File: config.mk
export PLATFORM = sky130hd
export DESIGN_NAME = bulkin_release_ctrl
export DESIGN_NICKNAME = d
export VERILOG_FILES = /design/src/rtl/bulkin_release_pkg.sv /design/src/rtl/char_clock.sv /design/src/rtl/idle_tracker.sv /design/src/rtl/release_decide.sv /design/src/rtl/bulkin_release_ctrl.sv
export SDC_FILE = /design/constraint.sdc
export NUM_CORES = 1
export LEC_CHECK = 0
export BUFFER_PORTS_ARGS = -buffer_cell sky130_fd_sc_hd__clkbuf_2
export CELL_PAD_IN_SITES_DETAIL_PLACEMENT = 1
export CELL_PAD_IN_SITES_GLOBAL_PLACEMENT = 2
export CORE_UTILIZATION = 32
export DETAILED_ROUTE_END_ITERATION = 8
export PLACE_DENSITY_LB_ADDON = 0.08
export SYNTH_ARGS = -nofsm -noshare
export SYNTH_HDL_FRONTEND = slang
export SYNTH_SLANG_ARGS = --single-unit
File: constraint.sdc
create_clock -name clk -period 3.9 [get_ports clk]
set_input_delay 0.78 -clock clk [delete_from_list [all_inputs] [get_ports clk]]
set_output_delay 0.78 -clock clk [all_outputs]
set_load 0.01 [all_outputs]
File: src/rtl/bulkin_release_pkg.sv
package bulkin_release_pkg;
  typedef enum logic [1:0] {
    REL_NAK  = 2'd0,
    REL_FULL = 2'd1,
    REL_PART = 2'd2
  } rel_kind_e;
endpackage

File: src/rtl/char_clock.sv
module char_clock #(
  parameter int DIV_W      = 16,
  parameter int FRAME_BITS = 10
) (
  input  logic             clk,
  input  logic             rst,
  input  logic             restart_i,
  input  logic [DIV_W-1:0] bit_div_i,
  output logic             char_tick_o
);
  localparam int FB_W = (FRAME_BITS > 1) ? $clog2(FRAME_BITS) : 1;

  logic [DIV_W-1:0] bit_cnt;
  logic [FB_W-1:0]  frm_cnt;
  logic             bit_end;
  logic             frm_end;

  assign bit_end     = ({1'b0, bit_cnt} + 1'b1) >= {1'b0, bit_div_i};
  assign frm_end     = frm_cnt == FB_W'(FRAME_BITS - 1);
  assign char_tick_o = bit_end && frm_end && !restart_i;

  always_ff @(posedge clk) begin
    if (rst || restart_i) begin
      bit_cnt <= '0;
      frm_cnt <= '0;
    end else if (bit_end) begin
      bit_cnt <= '0;
      frm_cnt <= frm_end ? '0 : frm_cnt + 1'b1;
    end else begin
      bit_cnt <= bit_cnt + 1'b1;
    end
  end

  // a restart brings the phase back to zero
  a_r5_phase_restart: assert property (@(posedge clk) disable iff (rst)
    restart_i |=> (bit_cnt == '0 && frm_cnt == '0));
endmodule

File: src/rtl/idle_tracker.sv
module idle_tracker #(
  parameter int IDLE_CHARS = 3
) (
  input  logic clk,
  input  logic rst,
  input  logic restart_i,
  input  logic char_tick_i,
  output logic idle_o
);
  localparam int IC_W = $clog2(IDLE_CHARS + 1);

  logic [IC_W-1:0] chr_cnt;

  always_ff @(posedge clk) begin
    if (rst || restart_i)
      chr_cnt <= '0;
    else if (char_tick_i && chr_cnt != IC_W'(IDLE_CHARS))
      chr_cnt <= chr_cnt + 1'b1;
  end

  assign idle_o = chr_cnt == IC_W'(IDLE_CHARS);

  // a received character always ends the idle state
  a_r5_restart_clears: assert property (@(posedge clk) disable iff (rst)
    restart_i |=> !idle_o);
  // idle can only be entered on a character tick
  a_r4_idle_entry: assert property (@(posedge clk) disable iff (rst)
    $rose(idle_o) |-> $past(char_tick_i));
endmodule

File: src/rtl/release_decide.sv
module release_decide
  import bulkin_release_pkg::*;
#(
  parameter int OCC_W     = 10,
  parameter int PKT_BYTES = 64,
  parameter int CNT_W     = 7
) (
  input  logic             clk,
  input  logic             rst,
  input  logic             req_i,
  input  logic [OCC_W-1:0] occ_i,
  input  logic             idle_i,
  input  logic             lowlat_i,
  output logic             ack_o,
  output logic             nak_o,
  output logic [CNT_W-1:0] xfer_cnt_o
);
  rel_kind_e kind;

  always_comb begin
    if (occ_i == '0)
      kind = REL_NAK;
    else if (occ_i >= OCC_W'(PKT_BYTES))
      kind = REL_FULL;
    else if (lowlat_i || idle_i)
      kind = REL_PART;
    else
      kind = REL_NAK;
  end

  always_ff @(posedge clk) begin
    if (rst) begin
      ack_o      <= 1'b0;
      nak_o      <= 1'b0;
      xfer_cnt_o <= '0;
    end else begin
      ack_o <= req_i && (kind != REL_NAK);
      nak_o <= req_i && (kind == REL_NAK);
      if (req_i && kind == REL_FULL)
        xfer_cnt_o <= CNT_W'(PKT_BYTES);
      else if (req_i && kind == REL_PART)
        xfer_cnt_o <= CNT_W'(occ_i);
    end
  end

  // one answer per request, never both
  a_r9_one_answer: assert property (@(posedge clk) disable iff (rst)
    req_i |=> (ack_o ^ nak_o));
  a_r9_no_spurious: assert property (@(posedge clk) disable iff (rst)
    !req_i |=> !(ack_o || nak_o));
  // empty buffer is refused
  a_r8_empty_nak: assert property (@(posedge clk) disable iff (rst)
    (req_i && occ_i == '0) |=> nak_o);
  // full packet
  a_r2_full_pkt: assert property (@(posedge clk) disable iff (rst)
    (req_i && occ_i >= OCC_W'(PKT_BYTES)) |=> (ack_o && xfer_cnt_o == CNT_W'(PKT_BYTES)));
  // count holds unless an ACK was issued
  a_r10_cnt_hold: assert property (@(posedge clk) disable iff (rst)
    !ack_o |-> $stable(xfer_cnt_o));
  // partial packet, not idle, not low-latency
  a_r3_partial_nak: assert property (@(posedge clk) disable iff (rst)
    (req_i && occ_i != '0 && occ_i < OCC_W'(PKT_BYTES) && !idle_i && !lowlat_i) |=> nak_o);
endmodule

File: src/rtl/bulkin_release_ctrl.sv
module bulkin_release_ctrl #(
  parameter int OCC_W      = 10,
  parameter int DIV_W      = 16,
  parameter int PKT_BYTES  = 64,
  parameter int FRAME_BITS = 10,
  parameter int IDLE_CHARS = 3,
  parameter int SLOW_DIV   = 1066,
  localparam int CNT_W     = $clog2(PKT_BYTES + 1)
) (
  input  logic             clk,
  input  logic             rst,
  input  logic [OCC_W-1:0] occ_i,
  input  logic             rx_char_i,
  input  logic [DIV_W-1:0] bit_div_i,
  input  logic             lowlat_force_i,
  input  logic             req_i,
  output logic             ack_o,
  output logic             nak_o,
  output logic [CNT_W-1:0] xfer_cnt_o
);
  logic char_tick;
  logic idle;
  logic lowlat_q;

  always_ff @(posedge clk) begin
    if (rst)
      lowlat_q <= 1'b0;
    else
      lowlat_q <= lowlat_force_i || (bit_div_i > DIV_W'(SLOW_DIV));
  end

  char_clock #(.DIV_W(DIV_W), .FRAME_BITS(FRAME_BITS)) u_clk (
    .clk(clk), .rst(rst), .restart_i(rx_char_i),
    .bit_div_i(bit_div_i), .char_tick_o(char_tick)
  );

  idle_tracker #(.IDLE_CHARS(IDLE_CHARS)) u_idle (
    .clk(clk), .rst(rst), .restart_i(rx_char_i),
    .char_tick_i(char_tick), .idle_o(idle)
  );

  release_decide #(.OCC_W(OCC_W), .PKT_BYTES(PKT_BYTES), .CNT_W(CNT_W)) u_dec (
    .clk(clk), .rst(rst), .req_i(req_i), .occ_i(occ_i),
    .idle_i(idle), .lowlat_i(lowlat_q),
    .ack_o(ack_o), .nak_o(nak_o), .xfer_cnt_o(xfer_cnt_o)
  );

  // low-latency releases partial data immediately
  a_r6_lowlat_release: assert property (@(posedge clk) disable iff (rst)
    (req_i && lowlat_q && occ_i != '0 && occ_i < OCC_W'(PKT_BYTES))
      |=> (ack_o && xfer_cnt_o == CNT_W'($past(occ_i))));
  // outputs quiet right after reset
  a_r1_reset_quiet: assert property (@(posedge clk)
    $past(rst) |-> (!ack_o && !nak_o && xfer_cnt_o == '0));
endmodule

==> results of run 1 <==
sequential cells by signal, indices dropped and copies added, names as in the netlist:
signal and cells:
u_clk.bit_cnt 16, u_dec.xfer_cnt_o 7, u_clk.frm_cnt 4, u_idle.chr_cnt 2, lowlat_q 1, u_dec.ack_o 1
u_dec.nak_o 1
kinds of logic (layout without fill, tap and decap cells):
family | Yosys count | in the layout | share of synthesized area [%]
AND/OR/NAND/NOR | 84 | 84 | 25.3
buffers and inverters | 24 | 69 | 5.71
flip-flops | 32 | 32 | 34.8
AO/OA/AOI/OAI | 27 | 27 | 10.5
XOR/XNOR | 15 | 15 | 7.14
multiplexers | 8 | 8 | 4.35
adder cells (fa/ha/maj) | 18 | 18 | 12.2
where the power goes:
group	internal, mW	total [mW]	switching (mW)
sequential	0.330	0.332	0.00205
combinational	0.0256	0.0573	0.0318
clock	0.225	0.355	0.130
cell usage in the layout (no fill, tap or decap), types with 5 or more instances in the layout:
master / instances
a21oi_1: 7
clkbuf_2: 39
clkbuf_8: 7
dfxtp_1: 32
ha_1: 18
inv_1: 20
mux2i_1: 8
nand2_1: 15
nand3_1: 8
nor2_1: 19
nor2b_2: 8
nor3_1: 5
xnor2_1: 10
xor2_1: 5
worst min path at each step:
stage	end	from	slack, ps	depth (start not counted)
2_1_floorplan	u_idle.chr_cnt[1]$_SDFFE_PP0P_	u_idle.chr_cnt[1]$_SDFFE_PP0P_	440	2
3_3_place_gp	u_idle.chr_cnt[1]$_SDFFE_PP0P_	u_idle.chr_cnt[1]$_SDFFE_PP0P_	450	2
3_5_place_dp	u_clk.frm_cnt[3]$_SDFFE_PP0P_	u_clk.frm_cnt[3]$_SDFFE_PP0P_	470	2
4_1_cts	u_clk.frm_cnt[3]$_SDFFE_PP0P_	u_clk.frm_cnt[3]$_SDFFE_PP0P_	480	2
5_1_grt	u_clk.frm_cnt[3]$_SDFFE_PP0P_	u_clk.frm_cnt[3]$_SDFFE_PP0P_	500	2
6_report	u_idle.chr_cnt[1]$_SDFFE_PP0P_	u_idle.chr_cnt[1]$_SDFFE_PP0P_	470	2
worst reg2reg max path: stages (launching register included):
cell and delay (ps):
dfxtp_1 400, and3_1 180, nand3_1 160, nor4_1 440, and4_1 260, xor2_1 220, ha_1 290, nand3_1 100
nor3_1 80, a32o_1 240, a211o_1 360, or3_4 500, and2b_1 230
metal layers:
metal,vias to the layer above,part of all wire [%],track usage [%]
met5,-,0,0
met3,5,5.8,4.71
met1,700,47,17.9
li1,807,-,-
met2,40,46,24.9
met4,0,1.6,6.79
per-stage QoR:
stage / setup slack (ps) / power [mW] / hold slack [ps] / instances / area [µm²]
finish: 403 / 0.745 / 473 / 325 / 2240
global route: 134 / 0.778 / 501 / 325 / 2240
CTS: 349 / 0.758 / 479 / 325 / 2240
detailed placement: 376 / 0.398 / 470 / 317 / 2110
global placement: 457 / 0.398 / 453 / 317 / 2110
floorplan: 745 / 0.370 / 442 / 208 / 1840
area by class of cell:
class | count | area [µm²] | area share, %
repair buffers | 41 | 210 | 9.40
multi-input cells | 152 | 1090 | 48.9
inverters | 20 | 75.1 | 3.36
well taps | 72 | 90.1 | 4.03
clock inverters | 1 | 30.0 | 1.34
flip-flops and latches | 32 | 641 | 28.6
clock buffers | 7 | 96.3 | 4.31
==> metrics.md, run 1 <==
| Metric | Value |
|---|---|
| Placeable Area | `~5500 µm²` |
| DRC viols | `0` |
| Reg2Reg Depth | `12` |
| Sequential share of the synthesized area | `around a third` |
| Synth Warn # | `0` |
| Pre-antenna DRT Iters | `4` |
| TritonCTS Buffers | `5` |
| Crit path buf inv count | `0` |
| # fillers | `695` |
| Crit-path max cell delay | `about 500 ps` |
| Die Y | `77.8 µm` |
| Global Route Usage Sum | `15.1%` |
| Startpoint types | `flop` |
| Maximum buffer depth of the clock tree | `2` |
| Row Count | `27` |
| Hold_buf cts | `0` |
| Final wirelength | `between 4000 and 5000 µm` |
| Share of cells above drive strength 1 | `between 20% and 30%` |
| RSZ-0062 raised after global routing | `false` |
| Register bit total from synthesis | `32` |
| Setup TNS | `0 ps` |
| CP Data Required Time | `4140 ps` |
| Vias | `1552` |
| Finished Core Util | `around 40%` |
| Tmin final | `3500 ps` |
| Starting Density | `approximately a third` |
| Syn_nets | `around 260` |
| Synthesized instance count | `~210` |
| DR iter-0 viols | `31` |
| Number of enable flip-flop cells after synthesis | `0` |
| Area grow syn2layout | `21.6%` |
| Achievable clock frequency | `between 200 and 300 MHz` |
| Post-CTS Resized | `0` |
| RePlAce Congestion | `0.709` |
| Top cells by count, synth | `dfxtp_1, inv_1, nor2_1` |
| Critical setup path kind | `reg2reg` |
| Power density over cell area | `between 300 and 400 nW/µm²` |
| CP cell instances | `and3_1 > nand3_1 > nor4_1 > and4_1 > xor2_1 > ha_1 > nand3_1 > nor3_1 > a32o_1 > a211o_1 > or3_4 > and2b_1` |
| DR WL/cell | `roughly 13 µm` |
| Max_slew headroom | `between 50 and 60%` |
| Slew Viols, Final | `0` |
| Hold violation total from the final report | `0` |
| Mapped Area | `approximately 1800 µm²` |
| Post-synth top area cell | `dfxtp_1` |
| Initial antenna violation count | `0` |
| Largest net degree at the start of global routing | `17` |
| # H-tree levels | `2` |
| Total I/O pin count | `40` |
| First-pass GRT wire length | `6970 µm` |
| Final ANT Viol Nets | `0` |
| Worst Setup SP | `u_clk.bit_cnt[0]$_SDFF_PP0_` |
| Die ar. | `about 6000 µm²` |
| Critical Path AT | `approximately 3700 ps` |
| Final HPWL DP | `3460 µm` |
| Vias in the first global route | `between 1.5k and 2k` |
| Ys async rst share | `0%` |
| Critical R2R Launch | `u_clk.bit_cnt[0]$_SDFF_PP0_` |
| TritonCTS clock tree | `built` |
| FF-to-FF setup slack | `about 400 ps` |
| Syn avg cell area | `approximately 8.8 µm²` |
| Clk sink count | `32` |
| Worst VDD drop | `about 0.18 mV` |
| Outcome | `finished clean` |
| Critical path's top delay family | `simple AND/OR/NAND/NOR gates` |
| Fin crit share | `between 80% and 90%` |
| HP Class | `reg2reg` |
| Area share of the largest cell type after synthesis | `about a third` |
| CTS Root Buffer Type | `clkbuf_8` |
| Global route overflow | `0` |
| Die W | `roughly 80 µm` |
| Nets | `301` |
| Most frequent CP cell | `nand3_1` |
| Clock transition at the registers of the reported paths | `approximately 70 ps` |
| Worst slew pin tran | `roughly 630 ps` |
| Post-CTS setup buffer count | `0` |
| WP depth | `12` |
| Antenna Cells | `0` |
| Vias/cell | `between 4 and 5` |
| MaxCap Viol Count | `0` |
| Post-synth cell types | `41` |
| Leakage Power | `roughly 1.0 nW` |
| Worst setup EP type | `flop` |
| Setup violation total in the final timing report | `0` |
| Most common cell in the netlist | `dfxtp_1` |
| Worst Setup EP | `u_clk.bit_cnt[8]$_SDFF_PP0_` |
| Top cells by area, synth | `dfxtp_1, ha_1, xnor2_1` |
| Clk_skew | `a little under 10 ps` |
| Clk_lat worst skew | `between 200 and 300 ps` |
| Crit path max fanout | `16` |
| Main synth FF type | `dfxtp_1` |
| Number of port buffers | `39` |
| CP max stage cell | `or3_4` |
| Worst reg2reg endpoint | `u_clk.bit_cnt[8]$_SDFF_PP0_` |
No activity file was read; power rests on OpenSTA's default activity.
==> run 2: changes to the inputs <==
--- a/config.mk
+++ b/config.mk
@@ -10,6 +10,7 @@
 export CELL_PAD_IN_SITES_GLOBAL_PLACEMENT = 2
 export CORE_UTILIZATION = 32
 export DETAILED_ROUTE_END_ITERATION = 8
+export MAX_ROUTING_LAYER = met4
 export PLACE_DENSITY_LB_ADDON = 0.08
 export SYNTH_ARGS = -nofsm -noshare
 export SYNTH_HDL_FRONTEND = slang
==> metrics.md, run 2 (synthesis results as in run 1) <==
| Metric | Value |
|---|---|
| Outcome | `finished clean` |
| Tmin final | `3500 ps (-0.671 ps)` |
| DR WL/cell | `13.0 µm (-0.12%)` |
| # fillers | `695 (unchanged)` |
| Number of flip-flops in the largest register | `16 (unchanged)` |
| Final wirelength | `4210 µm (-0.12%)` |
| Max_slew headroom | `57.7% (about the same)` |
| DR iter-0 viols | `34 (+9.7%)` |
| Global route overflow | `0 (unchanged)` |
| Final HPWL DP | `3460 µm (unchanged)` |
| Pre-antenna DRT Iters | `4 (unchanged)` |
| Clk_lat worst skew | `290 ps (about the same)` |
| Row Count | `27 (unchanged)` |
| DRC viols | `0 (unchanged)` |
| Setup violation total in the final timing report | `0 (unchanged)` |
| Clock transition at the registers of the reported paths | `70 ps (about the same)` |
| Share of cells above drive strength 1 | `24.9% (unchanged)` |
| Worst setup EP type | `flop` |
| Global Route Usage Sum | `15.5% (+0.43 points)` |
| CP Data Required Time | `4140 ps (about the same)` |
| Maximum buffer depth of the clock tree | `2 (unchanged)` |
| Hold_buf cts | `0 (unchanged)` |
| Clk sink count | `32 (unchanged)` |
| Vias in the first global route | `1529 (unchanged)` |
| TritonCTS Buffers | `5 (unchanged)` |
| Fin crit share | `89.6% (about the same)` |
| CTS Root Buffer Type | `clkbuf_8` |
| TritonCTS clock tree | `built` |
| Slew Viols, Final | `0 (unchanged)` |
| Post-CTS Resized | `0 (unchanged)` |
| Antenna Cells | `0 (unchanged)` |
| Placeable Area | `5540 µm² (unchanged)` |
| Die Y | `77.8 µm (unchanged)` |
| Hold violation total from the final report | `0 (unchanged)` |
| Worst slew pin tran | `632 ps (+0.398 ps)` |
| First-pass GRT wire length | `6960 µm (-0.20%)` |
| Setup TNS | `0 ps (unchanged)` |
| Startpoint types | `flop` |
| Power density over cell area | `332 nW/µm² (-0.14%)` |
| Vias | `1557 (+0.32%)` |
| Crit path max fanout | `16 (unchanged)` |
| Reg with most FFs | `u_clk.bit_cnt` |
| Final ANT Viol Nets | `0 (unchanged)` |
| RSZ-0062 raised after global routing | `false` |
| Nets | `301 (unchanged)` |
| Total power | `743 µW (-0.14%)` |
| Clk_skew | `9.13 ps (-0.497 ps)` |
| Initial antenna violation count | `0 (unchanged)` |
| Vias/cell | `4.79 (+0.32%)` |
| Die ar. | `6060 µm² (unchanged)` |
| Largest net degree at the start of global routing | `17 (unchanged)` |
| Total I/O pin count | `40 (unchanged)` |
| # H-tree levels | `2 (unchanged)` |
| RePlAce Congestion | `0.718 (+1.1%)` |
| Largest registers | `u_clk.bit_cnt x16, u_dec.xfer_cnt_o x7, u_clk.frm_cnt x4` |
| Critical Path AT | `3730 ps (about the same)` |
| Achievable clock frequency | `286 MHz (about the same)` |
| Area grow syn2layout | `21.6% (unchanged)` |
| Die W | `77.8 µm (unchanged)` |
| MaxCap Viol Count | `0 (unchanged)` |
| Most frequent cells in the layout | `clkbuf_2, dfxtp_1, inv_1` |
| Post-CTS setup buffer count | `0 (unchanged)` |
| Critical setup path kind | `reg2reg` |
| HP Class | `reg2reg` |
| Number of port buffers | `39 (unchanged)` |
| Leakage Power | `1.05 nW (unchanged)` |
| Worst VDD drop | `0.181 mV (-0.57%)` |
| Commonest non-fill, non-tap cell in the layout | `clkbuf_2` |
| Starting Density | `33.2% (unchanged)` |
[run 2: cell counts in the layout (fill, tap and decap cells not counted)]
No cell type changed its count.
[run 2: cell type report]
type	instances	area (µm²)	share of cell area (%)
Clock buffer	7	96.3	4.31
Clock inverter	1	30.0	1.34
Inverter	20	75.1	3.36
Multi-Input combinational cell	152	1090	48.9
Sequential cell	32	641	28.6
Tap cell	72	90.1	4.03
Timing Repair Buffer	41	210	9.40
[run 2: path summary, 6_finish.rpt]
path / startpoint / to / slack, ps / cells after the start
max: u_clk.bit_cnt[0]$_SDFF_PP0_ / u_clk.bit_cnt[8]$_SDFF_PP0_ / 400 / 12
min reg2reg: u_idle.chr_cnt[1]$_SDFFE_PP0P_ / u_idle.chr_cnt[1]$_SDFFE_PP0P_ / 470 / 2
max reg2reg: u_clk.bit_cnt[0]$_SDFF_PP0_ / u_clk.bit_cnt[8]$_SDFF_PP0_ / 400 / 12
min: u_idle.chr_cnt[1]$_SDFFE_PP0P_ / u_idle.chr_cnt[1]$_SDFFE_PP0P_ / 470 / 2
[run 2: worst max-delay path: stages (launching register included)]
cell and delay (ps):
dfxtp_1 400, and3_1 180, nand3_1 160, nor4_1 440
and4_1 260, xor2_1 220, ha_1 290, nand3_1 100
nor3_1 80, a32o_1 240, a211o_1 360, or3_4 500
and2b_1 230
[run 2: through the flow]
step	instance area, µm²	instances	hold WS (ps)	worst slack [ps]	util (%)
after detailed placement	2110	317	470	376	38.1
after global placement	2110	317	453	457	38.1
final	2240	325	473	404	40.4
after global routing	2240	325	501	134	40.4
after CTS	2240	325	479	349	40.4
after floorplan	1840	208	442	745	-
[run 2: report_power, final]
| group | switching, mW | internal, mW |
|---|---|---|
| Combinational | 0.0317 | 0.0255 |
| Clock | 0.129 | 0.225 |
| Sequential | 0.00205 | 0.330 |
[run 2: routing by layer]
layer,up-vias,wire [µm],GRT usage [%]
met5,-,0,-
met4,0,63,6.79
met3,6,239,4.35
met2,41,1930,24.9
met1,703,1980,18.1
li1,807,-,-
